$ cat config.mk
export PLATFORM = sky130hd
export DESIGN_NAME = tdm_sig_gate
export DESIGN_NICKNAME = d
export VERILOG_FILES = /design/src/rtl/tdm_sig_pkg.sv /design/src/rtl/tdm_frame_counter.sv /design/src/rtl/sig_window_decode.sv /design/src/rtl/tdm_sig_gate.sv
export SDC_FILE = /design/constraint.sdc
export NUM_CORES = 1
export LEC_CHECK = 0
export ABC_AREA = 1
export CAP_MARGIN = 20
export CORE_ASPECT_RATIO = 0.8
export CORE_UTILIZATION = 25
export CTS_CLUSTER_SIZE = 40
export DETAILED_ROUTE_END_ITERATION = 8
export PLACE_DENSITY = 0.47
export SLEW_MARGIN = 20
export SYNTH_ARGS = -nofsm -noshare
export SYNTH_HDL_FRONTEND = slang
export SYNTH_SLANG_ARGS = --single-unit
$ cat constraint.sdc
create_clock -name clk_bit -period 1.5 [get_ports clk_bit]
set_input_delay 0.15 -clock clk_bit [delete_from_list [all_inputs] [get_ports clk_bit]]
set_output_delay 0.15 -clock clk_bit [all_outputs]
set_load 0.01 [all_outputs]
$ cat src/rtl/tdm_sig_pkg.sv
// Package: shared types and helpers for the signalling timeslot gate.
// Assumes slot and bit counts are powers of two or any value >= 2.
package tdm_sig_pkg;

    // Registered timing flags produced by the window decoder.
    typedef struct packed {
        logic strobe;
        logic port_en;
        logic hiz;
    } sig_flags_t;

    // Index of the slot that precedes a given slot, wrapping at zero.
    function automatic int unsigned prev_slot(input int unsigned slot,
                                              input int unsigned num_slots);
        return (slot + num_slots - 1) % num_slots;
    endfunction

endpackage

$ cat src/rtl/tdm_frame_counter.sv
// Module: bit and timeslot counter locked to an active-low frame pulse.
// Bits count down from BITS_PER_SLOT-1 to 0; the slot advances after bit 0.
// Exposes both the registered count and the value it will load next, so
// downstream logic can register decodes that line up with the count.
// Assumes frame_n is already synchronous to clk.
module tdm_frame_counter #(
    parameter int NUM_SLOTS     = 32,
    parameter int BITS_PER_SLOT = 8,
    localparam int SW = $clog2(NUM_SLOTS),
    localparam int BW = $clog2(BITS_PER_SLOT)
) (
    input  logic          clk,
    input  logic          rst_n,
    input  logic          frame_n,
    output logic [SW-1:0] slot_q,
    output logic [BW-1:0] bit_q,
    output logic [SW-1:0] slot_nx,
    output logic [BW-1:0] bit_nx
);
    localparam logic [SW-1:0] LAST_SLOT = SW'(NUM_SLOTS - 1);
    localparam logic [BW-1:0] TOP_BIT   = BW'(BITS_PER_SLOT - 1);

    // Next count: frame pulse wins, otherwise step the bit and roll the slot.
    always_comb begin
        slot_nx = slot_q;
        bit_nx  = bit_q;
        if (!frame_n) begin
            slot_nx = '0;
            bit_nx  = TOP_BIT;
        end else if (bit_q == '0) begin
            bit_nx  = TOP_BIT;
            slot_nx = (slot_q == LAST_SLOT) ? '0 : slot_q + SW'(1);
        end else begin
            bit_nx  = bit_q - BW'(1);
        end
    end

    // Count register with synchronous reset to the frame origin.
    always_ff @(posedge clk) begin
        if (!rst_n) begin
            slot_q <= '0;
            bit_q  <= TOP_BIT;
        end else begin
            slot_q <= slot_nx;
            bit_q  <= bit_nx;
        end
    end

endmodule

$ cat src/rtl/sig_window_decode.sv
// Module: registered decode of the signalling window from the next count.
// Decoding the next count and registering it makes every flag change on the
// same edge that starts its bit, with no combinational path to the ports.
// Assumes SIG_SLOT < NUM_SLOTS.
module sig_window_decode
    import tdm_sig_pkg::*;
#(
    parameter int NUM_SLOTS     = 32,
    parameter int BITS_PER_SLOT = 8,
    parameter int SIG_SLOT      = 16,
    localparam int SW = $clog2(NUM_SLOTS),
    localparam int BW = $clog2(BITS_PER_SLOT)
) (
    input  logic          clk,
    input  logic          rst_n,
    input  logic [SW-1:0] slot_nx,
    input  logic [BW-1:0] bit_nx,
    output sig_flags_t    flags_q
);
    localparam logic [SW-1:0] SIG_IDX  = SW'(SIG_SLOT);
    localparam logic [SW-1:0] PREV_IDX = SW'(prev_slot(SIG_SLOT, NUM_SLOTS));
    localparam logic [BW-1:0] TOP_BIT  = BW'(BITS_PER_SLOT - 1);

    sig_flags_t flags_d;

    // Flags for a given count value.
    function automatic sig_flags_t decode(input logic [SW-1:0] s,
                                          input logic [BW-1:0] b);
        sig_flags_t f;
        f.strobe  = (s == PREV_IDX) && (b == '0);
        f.port_en = (s == SIG_IDX);
        f.hiz     = (s == SIG_IDX);
        return f;
    endfunction

    localparam sig_flags_t RST_FLAGS = decode('0, TOP_BIT);

    // Decode of the count that loads on the coming edge.
    always_comb flags_d = decode(slot_nx, bit_nx);

    // Flag register; reset value matches the decode of the reset count.
    always_ff @(posedge clk) begin
        if (!rst_n) flags_q <= RST_FLAGS;
        else        flags_q <= flags_d;
    end

endmodule

$ cat src/rtl/tdm_sig_gate.sv
// Module: top of the signalling timeslot gate.
// Produces a one-bit lead strobe, a port enable for one timeslot and a
// high-impedance request for the switch output over the same timeslot.
// Assumes a single clock domain (the bit clock) and a synchronous frame pulse.
module tdm_sig_gate
    import tdm_sig_pkg::*;
#(
    parameter int NUM_SLOTS     = 32,
    parameter int BITS_PER_SLOT = 8,
    parameter int SIG_SLOT      = 16,
    localparam int SW = $clog2(NUM_SLOTS),
    localparam int BW = $clog2(BITS_PER_SLOT)
) (
    input  logic          clk_bit,
    input  logic          rst_n,
    input  logic          frame_n,
    output logic          ctl_strobe,
    output logic          port_en,
    output logic          sw_hiz,
    output logic [SW-1:0] slot_idx,
    output logic [BW-1:0] bit_idx
);
    logic [SW-1:0] slot_nx;
    logic [BW-1:0] bit_nx;
    sig_flags_t    flags;

    tdm_frame_counter #(
        .NUM_SLOTS    (NUM_SLOTS),
        .BITS_PER_SLOT(BITS_PER_SLOT)
    ) u_cnt (
        .clk    (clk_bit),
        .rst_n  (rst_n),
        .frame_n(frame_n),
        .slot_q (slot_idx),
        .bit_q  (bit_idx),
        .slot_nx(slot_nx),
        .bit_nx (bit_nx)
    );

    sig_window_decode #(
        .NUM_SLOTS    (NUM_SLOTS),
        .BITS_PER_SLOT(BITS_PER_SLOT),
        .SIG_SLOT     (SIG_SLOT)
    ) u_dec (
        .clk    (clk_bit),
        .rst_n  (rst_n),
        .slot_nx(slot_nx),
        .bit_nx (bit_nx),
        .flags_q(flags)
    );

    // Port mapping of the registered flags.
    assign ctl_strobe = flags.strobe;
    assign port_en    = flags.port_en;
    assign sw_hiz     = flags.hiz;

endmodule

==> metrics <==
synthesized netlist net count=89; Internal=0.4339 mW; clock share of power=44.6%; number of antenna violations at the first check in global routing=0; Worst Setup End Kind=flop; static leakage=0.3808 nW; start point of the worst min-delay path=u_cnt.bit_q[0]; average wire per standard cell=9.636 um; most instantiated cells after synthesis=23 x sky130_fd_sc_hd__nand2_1, 14 x sky130_fd_sc_hd__nor2_1, 12 x sky130_fd_sc_hd__nand3_1; cell at the root of the clock tree=sky130_fd_sc_hd__clkbuf_4; delay of the slowest cell on the worst path=roughly 0.36 ns; Starting DRT DRC Count=21; most area-hungry cell type in the Yosys netlist=sky130_fd_sc_hd__dfxtp_1; total track usage=11.81%; boundary pin count=14; vias after detailed routing=roughly 560; share of total power in sequential cells=48.3%; final net count=113; drc violations=0; # port buffers=13; TritonCTS buffer count=3; class of the most critical hold timing path=reg2reg; first-pass GRT wire length=1.883 mm; multi-input gate area in the final layout=around 340 um^2; Die Y=between 40 and 50 um; Post-Synthesis Cell Area=548.0 um^2; slowest CP cell=sky130_fd_sc_hd__dfxtp_2; post-cts hold buffer count=0; async set-or-reset flop fraction in the synthesized netlist=0%; time the worst path needs with I/O delays and setup=about 1.5 ns; worst-margin pin slew=0.2033 ns; grt met2 use=14.63%; final number of setup-violating endpoints=1; Yosys cell types=13; Routed WL=1.243 mm; Antenna Diode Count=0; switch share=22.12%; ratio of cells with drive above 1 in the final layout=26.67%; global-route track usage on met3=3.509%; most frequent cell after synthesis=sky130_fd_sc_hd__nand2_1; Slew Limit Fails=0; chain of cells forming the critical path=ha_4, nand2_2, nor2_2, ha_1, inv_2, nand3_2, nand2_2, nor2_1, nor2_1, nand3_1, nor2_1; Max-Cap Viols=0; reg-to-reg critical path endpoint=u_dec.flags_q[2]; worst-case setup margin in the final layout=-0.01061 ns; number of hold-slack violations in the final timing report=0; number of cells produced by synthesis=82; run status=finished with violations; arrival time of the worst setup path=1.72 ns; Max H-tree Level=1; count of cells along the worst register-to-register path=11; buffers and inverters on the worst path=1; GRT met1 Usage=between 15 and 20%; failing checks=setup timing; total core area=a little under 2000 um^2; largest delay contributor family on the critical path=simple AND/OR/NAND/NOR gates; drt via density=4.318; worst path required time=1.71 ns; top cell type's share of synthesized area=between 30% and 40%; clock-pin slew reported for the worst setup and hold paths after clock tree synthesis=around 0.07 ns; VDD IR-drop max=0.3620 mV; area growth from synthesis to final layout=53.20%; starting utilization of the core area=27.93%; pin count of the biggest net entering global routing=7; number of enable-type register cells in the synthesized netlist=0; area used by sequential logic in the layout=202.7 um^2; count of non-filler cells in the finished layout=129; clk_skew=0.0005009 ns; portion of the clock cycle consumed by the worst path in the final layout=100.7%; worst-case clock buffer depth=2; normalized max-slew margin=86.30%; die width=around 54 um; std cell rows=14; average cell area after synthesis=6.683 um^2; sequential share of the synthesized area=36.53%; synth top area cells=sky130_fd_sc_hd__dfxtp_1 37%, sky130_fd_sc_hd__nand2_1 16%, sky130_fd_sc_hd__nand3_1 11%; placed cell count=between 100 and 150; placed wire-length estimate=934.6 um; CTS tree=done; number of sinks driven by the clock tree=10; prevailing post-synth register cell=sky130_fd_sc_hd__dfxtp_1; setup slack, reg-to-reg=-0.01 ns; critical path class=reg2reg; Critical R2R Launch=u_cnt.slot_q[1]; power consumption=about 0.56 mW; worst hold stages=1; Critical Path Source Type=flop; peak fanout along the critical path=2; aggregate negative setup slack=-0.01061 ns; switching power total=0.1233 mW; clock latency of the later-clocked register in the worst-skew pair=around 0.27 ns; setup repair after global routing missed its margin=true; routing layer with the top usage in global route=met1; cell with the most instances on the worst path=sky130_fd_sc_hd__nor2_1; Fillers=slightly above 200; achievable frequency=662.0 MHz; first-pass iteration count of the detailed router=4; residual antenna-violating net count after detailed routing=0; total power divided by cell area=663.6 nW/um^2; part of the total power dissipated in combinational logic=roughly 7.1%; sink of the worst hold path=u_cnt.bit_q[0]; GRT Residual Overflow=0; placer's final routability congestion estimate=0.8300; vias in the first global route=444; area enclosed by the die boundary=between 2000 and 2500 um^2; register bit total from synthesis=10; number of warnings issued by yosys=0; total stage count of the critical path=11
## worst reg2reg max path, delay by kind of cell (launching register included)
kind | cells | cell delay, ns
buffers and inverters | 1 | 0.05
and+or+nand+nor | 8 | 0.64
DFF | 1 | 0.36
adders and majority gates | 2 | 0.39
## placed cells by master (no fill, tap or decap)
cell type	netlist	routed
sky130_fd_sc_hd__buf_4	1	7
sky130_fd_sc_hd__clkbuf_4	0	3
sky130_fd_sc_hd__clkbuf_8	0	1
sky130_fd_sc_hd__clkdlybuf4s50_1	0	13
sky130_fd_sc_hd__dfxtp_1	10	8
sky130_fd_sc_hd__dfxtp_2	0	2
sky130_fd_sc_hd__ha_1	4	2
sky130_fd_sc_hd__ha_4	0	2
sky130_fd_sc_hd__inv_1	11	10
sky130_fd_sc_hd__inv_2	2	4
sky130_fd_sc_hd__nand2_1	23	21
sky130_fd_sc_hd__nand2_2	0	2
sky130_fd_sc_hd__nand3_1	12	9
sky130_fd_sc_hd__nand3_2	0	3
sky130_fd_sc_hd__nor2_1	14	13
sky130_fd_sc_hd__nor2_2	1	2
sky130_fd_sc_hd__nor2_4	1	1
sky130_fd_sc_hd__nor3_4	1	1
sky130_fd_sc_hd__o21ai_0	1	1
## per-stage QoR
stage / cell area, um^2 / hold slack (ns) / util (%) / setup slack (ns)
global route: 839.6 / 0.4423 / 42.79 / -0.1336
floorplan: 550.5 / 0.2352 / - / 0.05543
finish: 839.6 / 0.4164 / 42.79 / -0.01061
CTS: 787.0 / 0.4173 / 40.11 / 0.01620
global placement: 748.2 / 0.3946 / 38.14 / 0.01157
detailed placement: 748.2 / 0.3990 / 38.14 / 0.01296
## metal layers
layer	share of wire (%)	vias to the layer above
met5	0	-
met4	3.1	0
met3	7.3	4
met2	42	19
met1	48	239
li1	-	295
## state kept, by name, indices dropped and copies added (netlist names)
name	cells
u_cnt.slot_q	5
u_cnt.bit_q	3
u_dec.flags_q	2
## layout make-up
cell class,count,share of cell area (%)
clock buffer,4,4.322
timing repair buffer,20,21.76
tap,24,3.577
sequential,10,24.14
multi-input combinational,57,39.94
inverter,14,6.259
## cells by family (layout without fill, tap and decap cells)
| logic type | Yosys count | after routing | synth area share (%) |
|---|---|---|---|
| AO/OA/AOI/OAI | 1 | 1 | 0.9124 |
| AND/OR/NAND/NOR | 52 | 52 | 42.47 |
| flip-flops | 10 | 10 | 36.53 |
| adder cells (fa/ha/maj) | 4 | 4 | 9.133 |
| buffers and inverters | 15 | 38 | 10.96 |
## power by group through the flow
stage	logic (mW)	clock network [mW]	registers (mW)
after floorplan	0.0147	0	0.277
after global placement	0.0362	0	0.276
after detailed placement	0.0357	0	0.276
after CTS	0.0366	0.255	0.269
after global routing	0.0436	0.267	0.270
final	0.0393	0.248	0.269
## how the worst max path moves through the flow
stage | from | to | slack [ns]
5_1_grt | u_cnt.slot_q[1] | u_dec.flags_q[2] | -0.13
4_1_cts | u_cnt.slot_q[0] | u_dec.flags_q[2] | 0.02
2_1_floorplan | u_cnt.slot_q[0] | u_dec.flags_q[2] | 0.06
6_report | u_cnt.slot_q[1] | u_dec.flags_q[2] | -0.01
3_5_place_dp | u_cnt.slot_q[0] | u_dec.flags_q[2] | 0.01
3_3_place_gp | u_cnt.slot_q[1] | u_dec.flags_q[2] | 0.01
## timing repair
item	CTS	global route
hold endpoints to repair	0	0
buffers inserted	0	1
resized for setup	1	11
pin swaps	0	9
setup endpoints to repair	1	4
(Power assumes the default switching activity.)
